### config.mk
export PLATFORM = sky130hd
export DESIGN_NAME = lpc_counter_regif
export DESIGN_NICKNAME = d
export VERILOG_FILES = /design/src/rtl/lpc_pkg.sv /design/src/rtl/lpc_sync_slot.sv /design/src/rtl/lpc_count_core.sv /design/src/rtl/lpc_counter_regif.sv
export SDC_FILE = /design/constraint.sdc
export NUM_CORES = 1
export LEC_CHECK = 0
export ABC_AREA = 0
export BUFFER_PORTS_ARGS = -buffer_cell sky130_fd_sc_hd__buf_2
export CAP_MARGIN = 20
export CORE_MARGIN = 10
export CORE_UTILIZATION = 55
export CTS_BUF_LIST = sky130_fd_sc_hd__clkbuf_4
export DETAILED_ROUTE_END_ITERATION = 7
export PLACE_DENSITY = 0.9
export SYNTH_ARGS = -nofsm -noshare
export SYNTH_HDL_FRONTEND = slang
export SYNTH_SLANG_ARGS = --single-unit
### constraint.sdc
create_clock -name clk -period 3.2 [get_ports clk]
set_input_delay 0.64 -clock clk [delete_from_list [all_inputs] [get_ports clk]]
set_output_delay 0.64 -clock clk [all_outputs]
set_load 0.01 [all_outputs]
### src/rtl/lpc_pkg.sv
package lpc_pkg;

    typedef enum logic [2:0] {
        RA_CTRL   = 3'd0,
        RA_CFG    = 3'd1,
        RA_RELOAD = 3'd2,
        RA_CMP    = 3'd3,
        RA_COUNT  = 3'd4,
        RA_STATUS = 3'd5,
        RA_CLEAR  = 3'd6
    } reg_addr_e;

    typedef struct packed {
        logic [2:0] presc;
        logic [1:0] pol;
        logic       ext_mode;
        logic       enc_mode;
    } cfg_t;

    typedef struct packed {
        logic reload_ok;
        logic cmp_ok;
        logic wrap_hit;
        logic cmp_hit;
    } status_t;

    localparam int CFG_W    = $bits(cfg_t);
    localparam int STATUS_W = $bits(status_t);
    localparam int SLOT_RELOAD = 0;
    localparam int SLOT_CMP    = 1;
    localparam int NUM_SLOTS   = 2;

    function automatic logic is_write(input logic wr, input logic [2:0] addr,
                                      input reg_addr_e target);
        return wr && (addr == target);
    endfunction

endpackage

### src/rtl/lpc_sync_slot.sv
module lpc_sync_slot #(
    parameter int DATA_W = 16,
    parameter int LAT    = 3,
    localparam int CW    = $clog2(LAT + 1)
) (
    input  logic              clk,
    input  logic              rst,
    input  logic              cancel,
    input  logic              load,
    input  logic [DATA_W-1:0] load_data,
    output logic              busy,
    output logic              apply,
    output logic [DATA_W-1:0] data
);
    logic [CW-1:0] remain_q;

    always_ff @(posedge clk) begin
        if (rst || cancel) begin
            remain_q <= '0;
        end else if (load) begin
            remain_q <= CW'(LAT);
        end else if (remain_q != '0) begin
            remain_q <= remain_q - 1'b1;
        end
    end

    always_ff @(posedge clk) begin
        if (rst) begin
            data <= '0;
        end else if (load) begin
            data <= load_data;
        end
    end

    assign busy  = (remain_q != '0);
    assign apply = (remain_q == CW'(1)) && !load && !cancel;

endmodule

### src/rtl/lpc_count_core.sv
module lpc_count_core #(
    parameter int CNT_W = 16
) (
    input  logic             clk,
    input  logic             rst,
    input  logic             run,
    input  logic             step,
    input  logic             down,
    input  logic [CNT_W-1:0] reload,
    input  logic [CNT_W-1:0] cmp,
    output logic [CNT_W-1:0] count,
    output logic             wrap_evt,
    output logic             match_evt
);
    logic             advance;
    logic [CNT_W-1:0] count_n;

    assign advance = run && step;

    always_comb begin
        wrap_evt = 1'b0;
        if (down) begin
            if (count == '0) begin
                count_n  = reload;
                wrap_evt = advance;
            end else begin
                count_n = count - 1'b1;
            end
        end else begin
            if (count >= reload) begin
                count_n  = '0;
                wrap_evt = advance;
            end else begin
                count_n = count + 1'b1;
            end
        end
        match_evt = advance && (count_n == cmp);
    end

    always_ff @(posedge clk) begin
        if (rst) begin
            count <= '0;
        end else if (advance) begin
            count <= count_n;
        end
    end

endmodule

### src/rtl/lpc_counter_regif.sv
module lpc_counter_regif
    import lpc_pkg::*;
#(
    parameter int          CNT_W      = 16,
    parameter int          SYNC_LAT   = 3,
    parameter int unsigned MAX_RELOAD = 32'h0000_FFFF,
    parameter int          DATA_W     = 32
) (
    input  logic              clk,
    input  logic              rst,
    input  logic              bus_wr,
    input  logic [2:0]        bus_addr,
    input  logic [DATA_W-1:0] bus_wdata,
    output logic [DATA_W-1:0] bus_rdata,
    input  logic              cnt_step,
    input  logic              cnt_down
);
    localparam logic [CNT_W-1:0] RELOAD_RST = CNT_W'(MAX_RELOAD);

    logic             ena_q, run_q;
    cfg_t             cfg_q;
    status_t          status_q, status_set, status_clr;
    logic [CNT_W-1:0] reload_act, cmp_act, count;
    logic             wrap_evt, match_evt;
    logic             reload_in_range;

    logic [NUM_SLOTS-1:0] slot_load, slot_busy, slot_apply;
    logic [CNT_W-1:0]     slot_val [NUM_SLOTS];

    assign reload_in_range = (32'(bus_wdata) <= MAX_RELOAD);
    assign slot_load[SLOT_RELOAD] = ena_q && reload_in_range &&
                                    is_write(bus_wr, bus_addr, RA_RELOAD);
    assign slot_load[SLOT_CMP]    = ena_q && is_write(bus_wr, bus_addr, RA_CMP);

    for (genvar s = 0; s < NUM_SLOTS; s++) begin : g_slot
        lpc_sync_slot #(.DATA_W(CNT_W), .LAT(SYNC_LAT)) i_slot (
            .clk       (clk),
            .rst       (rst),
            .cancel    (!ena_q),
            .load      (slot_load[s]),
            .load_data (bus_wdata[CNT_W-1:0]),
            .busy      (slot_busy[s]),
            .apply     (slot_apply[s]),
            .data      (slot_val[s])
        );
    end

    // control: run needs enable already set; clearing enable stops everything
    always_ff @(posedge clk) begin
        if (rst) begin
            ena_q <= 1'b0;
            run_q <= 1'b0;
        end else if (is_write(bus_wr, bus_addr, RA_CTRL)) begin
            ena_q <= bus_wdata[0];
            run_q <= bus_wdata[0] && (run_q || (ena_q && bus_wdata[1]));
        end
    end

    // configuration frozen while enabled
    always_ff @(posedge clk) begin
        if (rst) begin
            cfg_q <= '0;
        end else if (!ena_q && is_write(bus_wr, bus_addr, RA_CFG)) begin
            cfg_q <= cfg_t'(bus_wdata[CFG_W-1:0]);
        end
    end

    always_ff @(posedge clk) begin
        if (rst) begin
            reload_act <= RELOAD_RST;
            cmp_act    <= '0;
        end else begin
            if (slot_apply[SLOT_RELOAD]) reload_act <= slot_val[SLOT_RELOAD];
            if (slot_apply[SLOT_CMP])    cmp_act    <= slot_val[SLOT_CMP];
        end
    end

    lpc_count_core #(.CNT_W(CNT_W)) i_core (
        .clk       (clk),
        .rst       (rst),
        .run       (run_q),
        .step      (cnt_step),
        .down      (cfg_q.enc_mode && cnt_down),
        .reload    (reload_act),
        .cmp       (cmp_act),
        .count     (count),
        .wrap_evt  (wrap_evt),
        .match_evt (match_evt)
    );

    always_comb begin
        status_set.reload_ok = slot_apply[SLOT_RELOAD];
        status_set.cmp_ok    = slot_apply[SLOT_CMP];
        status_set.wrap_hit  = wrap_evt;
        status_set.cmp_hit   = match_evt;
        status_clr = is_write(bus_wr, bus_addr, RA_CLEAR) ?
                     status_t'(bus_wdata[STATUS_W-1:0]) : '0;
    end

    // a new event in the same cycle as a clear wins
    always_ff @(posedge clk) begin
        if (rst) begin
            status_q <= '0;
        end else begin
            status_q <= (status_q & ~status_clr) | status_set;
        end
    end

    always_comb begin
        bus_rdata = '0;
        case (bus_addr)
            RA_CTRL:   bus_rdata[1:0]          = {run_q, ena_q};
            RA_CFG:    bus_rdata[CFG_W-1:0]    = cfg_q;
            RA_RELOAD: bus_rdata[CNT_W-1:0]    = reload_act;
            RA_CMP:    bus_rdata[CNT_W-1:0]    = cmp_act;
            RA_COUNT:  bus_rdata[CNT_W-1:0]    = count;
            RA_STATUS: bus_rdata[STATUS_W-1:0] = status_q;
            default:   bus_rdata = '0;
        endcase
    end

endmodule

==> results.json, run 1 <==
{
  "outcome": "finished clean",
  "setup_slack_ns": 0.223,
  "synth_cell_type_count": 61,
  "period_needed_ns": 2.98,
  "ys_ff_latch": 97,
  "intPower_uw": 1520,
  "worstMarginPinSlew_ns": 0.934,
  "cp_cell_sequence": "buf_4 -> ha_1 -> nand3_1 -> or4_1 -> xor2_1 -> a211oi_1 -> or3_1 -> a211oi_1 -> nand4_1 -> o31ai_2",
  "clk_path_buf_depth": 2,
  "ys_seq_area_share_pct": 32.1,
  "grt_usage_pct": 23.1,
  "initial_utilization_pct": 56.1,
  "slowest_stage": "or4_1",
  "die_x_um": 125,
  "grt_start_max_net_pins": 52,
  "max_cap_violations": 0,
  "critPathTopFamily": "simple AND/OR/NAND/NOR gates",
  "synthArstFlopShare_pct": 0,
  "cts.reportedPaths.clkPinSlew_ns": 0.17,
  "cp.required_ns": 3.62,
  "hold_path.class": "primary input to flop",
  "cts.sinks": 97,
  "wl_per_cell_um": 18.6,
  "die_h_um": 125,
  "gr-total-overflow": 0,
  "clock.fmax_ghz": 0.336,
  "cts_resized": 0,
  "cp.buffers_inverters": 1,
  "htreeDepth": 3,
  "combPwrFrac_pct": 7.5,
  "yosys_warnings": 0,
  "final_cell_mix": "nand2_1 (148), dfxtp_1 (97), a21oi_1 (69)",
  "grt_pass1_vias": 5947,
  "synth_area_per_cell_um2": 7.53,
  "fp-row-count": 38,
  "path_class": "flop to flop",
  "switchingPower_uw": 535,
  "startpoint_type": "flop",
  "cts_hold_buf": 0,
  "vias": 6144,
  "gp_congestion": 1.04,
  "wl_um": 18600,
  "cts_tree": "yes",
  "cts_inserted_buffers": 9,
  "cp-end-kind": "flop",
  "worstPathMaxFanout": 12,
  "final_common_cell": "nand2_1",
  "setup_viol": 0,
  "layout.cells.non_filler": 997,
  "n_antenna_cell": 0,
  "io_buffers": 55,
  "fin_nets": 916,
  "die_area_um2": 15600,
  "antenna_found_initial": 0,
  "synthFlopType": "dfxtp_1",
  "final_util_pct": 61.7,
  "ioPinCount": 72,
  "root_buffer": "clkbuf_4",
  "synth_edf_count": 0,
  "vias_per_cell": 6.16,
  "drv_slew": 0,
  "rsz0062_at_grt": "no",
  "ir_drop_mv": 0.296,
  "netlist_instances": 804,
  "power.leakage_uw": 0.00293,
  "area_delta_synth_final_pct": 10.0,
  "clk_latency_ns": 0.49,
  "firstDrtPassIters": 5,
  "cpPeakStageDelay_ns": 0.52,
  "fin_skew_ns": 0.0324,
  "fin_setup_tns_ns": 0,
  "path_common_cell": "a211oi_1",
  "seqPwrFrac_pct": 59.1,
  "p_sw_share_pct": 26.1,
  "post_cts_buffers": 0,
  "drive_gt1_share_pct": 14.7,
  "grt_pass1_wl_um": 30400,
  "route.detailed.drc": 0,
  "synthesis.area_um2": 6050,
  "hold_viol_final": 0,
  "cp.arrival_ns": 3.40,
  "dp_hpwl_um": 13800,
  "core_um2": 10800,
  "power.total_uw": 2050,
  "finalCritPeriodShare_pct": 93.0,
  "power_density_nw_per_um2": 308,
  "dpl.cell_count": 980,
  "pre_cts_slack_ns": 0.255,
  "p_clk_share_pct": 33.4,
  "ant_nets": 0,
  "drt-initial-drc-count": 824,
  "relSlewSlack_pct": 37.7
}
==> power by group through the flow <==
| stage | Sequential (uW) | Clock [uW] | Combinational, uW |
|---|---|---|---|
| 2_1_floorplan | 1240 | 0 | 101 |
| 3_3_place_gp | 1240 | 0 | 148 |
| 3_5_place_dp | 1240 | 0 | 149 |
| 4_1_cts | 1210 | 686 | 150 |
| 5_1_grt | 1210 | 731 | 167 |
| 6_report | 1210 | 685 | 154 |
==> per-stage QoR <==
step | hold slack, ns | cell area, um2
floorplan | 0.432 | 6110
global placement | 0.438 | 6510
detailed placement | 0.446 | 6510
CTS | 0.387 | 6650
global route | 0.388 | 6660
finish | 0.397 | 6660
==> registers in the layout, indices dropped and copies added, names as in the netlist <==
signal                  flops
cfg_q                       7
g_slot.i_slot.remain_q      4
i_core.count               16
run_q                       1
cmp_act                    16
status_q                    4
reload_act                 16
g_slot.i_slot.data         32
ena_q                       1
==> metal layers <==
metal | GRT usage (%) | up-vias | part of all wire [%]
met4 | 10.1 | 0 | 3.4
met1 | 29.4 | 2853 | 40
met2 | 36.6 | 338 | 46
li1 | - | 2898 | -
met5 | 0 | - | 0
met3 | 5.11 | 55 | 10
==> final cells by class <==
cell class,instances,area (um2)
Clock buffer,10,75.1
Sequential cell,97,1940
Inverter,24,90.1
Tap cell,140,175
Fill cell,914,4130
Multi-Input combinational cell,623,3720
Timing Repair Buffer,97,591
Clock inverter,6,63.8
==> worst register-to-register path, delay by kind of cell, from the launching register on <==
kind            cells  cell delay (ns)
flops               1             0.36
simple gates        4             1.21
buf+inv             1             0.20
compound gates      3             0.61
fa+ha+maj           1             0.32
xor+xnor            1             0.25
==> path summary, 6_finish.rpt <==
| kind | start | end | slack (ns) | cells past startpoint |
|---|---|---|---|---|
| min reg2reg | g_slot[1].i_slot.data[9] | cmp_act[9] | 0.45 | 2 |
| min | bus_wdata[13] | g_slot[1].i_slot.data[13] | 0.40 | 3 |
| max | i_core.count[1] | status_q[0] | 0.22 | 10 |
| max reg2reg | i_core.count[1] | status_q[0] | 0.22 | 10 |
==> cell families (layout without fill, tap and decap cells) <==
group,count (synthesis),count (layout),synth area share (%)
AO/OA/AOI/OAI,174,174,18.0
XOR/XNOR,26,26,3.76
adder cells (fa/ha/maj),24,24,4.96
buffers and inverters,99,137,7.52
flip-flops,97,97,32.1
multiplexers,44,44,7.34
other,1,16,0.0619
AND/OR/NAND/NOR,339,339,26.3
==> cell usage after synthesis (3+ instances only) <==
cell	number	area, um2
a211o_1	3	26.3
a211oi_1	12	90.1
a21oi_1	69	345
a221oi_1	3	26.3
a22oi_1	6	45.0
a311oi_1	4	35.0
a31oi_1	6	37.5
and3_1	10	62.6
and4_1	3	26.3
buf_1	6	22.5
buf_2	7	35.0
buf_4	16	120
clkbuf_1	44	165
dfxtp_1	97	1940
ha_1	24	300
inv_1	24	90.1
mux2_2	3	33.8
mux2i_1	41	410
nand2_1	148	556
nand2b_1	6	37.5
nand3_1	21	105
nand3b_1	18	135
nand4_1	11	68.8
nor2_1	67	251
nor2b_1	4	25.0
nor3_1	15	75.1
nor3b_1	3	22.5
nor4_1	11	68.8
o211ai_1	9	67.6
o21ai_0	34	170
o22ai_1	3	18.8
o31ai_1	4	30.0
or3_1	9	56.3
or4_1	4	30.0
xnor2_1	14	123
xor2_1	12	105
Note: power is estimated with default switching activity, not from simulation.
==> run 2, diff against run 1 <==
--- a/config.mk
+++ b/config.mk
@@ -8,11 +8,13 @@
 export ABC_AREA = 0
 export BUFFER_PORTS_ARGS = -buffer_cell sky130_fd_sc_hd__buf_2
 export CAP_MARGIN = 20
+export CELL_PAD_IN_SITES_DETAIL_PLACEMENT = 1
+export CELL_PAD_IN_SITES_GLOBAL_PLACEMENT = 1
 export CORE_MARGIN = 10
-export CORE_UTILIZATION = 55
+export CORE_UTILIZATION = 40
 export CTS_BUF_LIST = sky130_fd_sc_hd__clkbuf_4
 export DETAILED_ROUTE_END_ITERATION = 7
-export PLACE_DENSITY = 0.9
+export PLACE_DENSITY = 0.89
 export SYNTH_ARGS = -nofsm -noshare
 export SYNTH_HDL_FRONTEND = slang
 export SYNTH_SLANG_ARGS = --single-unit
==> run 2 against run 1 <==
Effect of this change: sequential power barely moved; routed wire length grew 15%; global-route usage decreased by 1.8 points; largest cell class unchanged; final cell count grew 4.2%; combinational power up 3%; register-to-register slack better by 0.02 ns; critical path depth is 2 higher.
==> results.json, run 2 (same netlist as run 1, synthesis figures left out) <==
{
  "power.leakage_uw": 0.00292,
  "firstDrtPassIters": 5,
  "route.detailed.drc": 0,
  "area_delta_synth_final_pct": 10.8,
  "dp_hpwl_um": 16400,
  "outcome": "finished clean",
  "worstMarginPinSlew_ns": 0.920,
  "core_um2": 14700,
  "wl_um": 21400,
  "cts.sinks": 97,
  "relSlewSlack_pct": 38.7,
  "root_buffer": "clkbuf_4",
  "design_area_um2": 6710,
  "cts_tree": "yes",
  "hold_path.class": "primary input to flop",
  "cp.arrival_ns": 3.39,
  "worstPathMaxFanout": 5,
  "period_needed_ns": 2.96,
  "grt_pass1_wl_um": 34800,
  "vias_per_cell": 5.95,
  "hold_depth": 3,
  "grt_pass1_vias": 6424,
  "final_cell_mix": "nand2_1 (148), dfxtp_1 (96), a21oi_1 (69)",
  "antenna_found_initial": 0,
  "gr-total-overflow": 0,
  "startpoint_type": "flop",
  "fin_skew_ns": 0.0179,
  "cts.reportedPaths.clkPinSlew_ns": 0.17,
  "clk_latency_ns": 0.50,
  "grt_usage_pct": 21.2,
  "gp_congestion": 1.03,
  "power.total_uw": 2090,
  "reg2reg_depth": 12,
  "largest_register_ffs": 32,
  "final_common_cell": "nand2_1",
  "post_cts_buffers": 0,
  "clk_path_buf_depth": 2,
  "n_antenna_cell": 0,
  "drt-initial-drc-count": 601,
  "htreeDepth": 3,
  "finalCritPeriodShare_pct": 92.4,
  "ir_drop_mv": 0.279,
  "path_class": "flop to flop",
  "setup_viol": 0,
  "grt_start_max_net_pins": 49,
  "ant_nets": 0,
  "drive_gt1_share_pct": 14.6,
  "vias": 6186,
  "wl_per_cell_um": 20.6,
  "max_cap_violations": 0,
  "fin_nets": 915,
  "hold_viol_final": 0,
  "clock.fmax_ghz": 0.338,
  "rsz0062_at_grt": "no",
  "place_area_um2": 6560,
  "die_x_um": 143,
  "cp.required_ns": 3.63,
  "fin_setup_tns_ns": 0,
  "cp-end-kind": "flop",
  "fp-row-count": 44,
  "drv_slew": 0,
  "ioPinCount": 72,
  "io_buffers": 55,
  "cts_inserted_buffers": 9,
  "die_h_um": 143,
  "largest_register": "g_slot.i_slot.data",
  "power_density_nw_per_um2": 312,
  "die_area_um2": 20500,
  "initial_utilization_pct": 41.2
}
==> run 2: cell types whose count changed in the layout (fill, tap and decap cells not counted) <==
cell / delta
a211oi_1: +1
dfxtp_2: +1
dfxtp_1: -1
a211oi_2: -1
buf_4: -1
clkbuf_4: -1
clkinvlp_4: +1
clkinv_2: -1
inv_8: +2
clkinv_1: -1
inv_6: -1
==> run 2: worst paths after layout <==
check / startpoint / endpoint / slack (ns)
min: bus_wdata[14] / g_slot[1].i_slot.data[14] / 0.39
max: i_core.count[0] / status_q[0] / 0.24
max reg2reg: i_core.count[0] / status_q[0] / 0.24
min reg2reg: g_slot[1].i_slot.data[7] / cmp_act[7] / 0.46
==> run 2: critical path: stages (launching register included) <==
cell and delay, ns:
dfxtp_1 0.36, inv_1 0.10, ha_1 0.30, nand2b_1 0.14, a2111oi_0 0.45, buf_4 0.19
o311ai_1 0.09, buf_4 0.17, a211oi_1 0.36, o21ai_0 0.13, a211oi_1 0.24, nand4_1 0.14
o31ai_2 0.22
==> run 2: repair_timing <==
item	in CTS	in global routing
resized for setup	0	1
hold buffers	0	0
endpoints found under the setup margin	0	1
==> run 2: per-stage QoR <==
| step | hold slack, ns | utilization (%) | setup slack, ns | cells |
|---|---|---|---|---|
| 6_report | 0.386 | 45.6 | 0.242 | 1039 |
| 5_1_grt | 0.373 | 45.6 | 0.00567 | 1039 |
| 4_1_cts | 0.366 | 45.6 | 0.219 | 1039 |
| 3_5_place_dp | 0.452 | 44.6 | 0.276 | 1024 |
| 3_3_place_gp | 0.440 | 44.6 | 0.382 | 1023 |
| 2_1_floorplan | 0.432 | - | 0.149 | 819 |
==> run 2: routing by layer <==
layer / global-route usage [%] / share of wire (%) / wire length [um] / vias to the layer above
met5: 0 / 0 / 0 / -
met4: 8.85 / 3.2 / 684 / 0
met2: 35.5 / 48 / 10300 / 213
met3: 2.89 / 6.0 / 1290 / 56
li1: - / - / - / 2886
met1: 26.8 / 43 / 9130 / 3031
==> run 2: final cells by class <==
cell class | instances | area, um2
Multi-Input combinational cell | 623 | 3720
Fill cell | 1848 | 7990
Tap cell | 184 | 230
Clock inverter | 6 | 76.3
Clock buffer | 9 | 67.6
Timing Repair Buffer | 96 | 583
Inverter | 24 | 90.1
Sequential cell | 97 | 1940
==> run 2: power breakdown <==
part	switching (uW)	internal, uW
combinational	99.5	58.5
clock	474	247
sequential	2.74	1210
total	576	1520
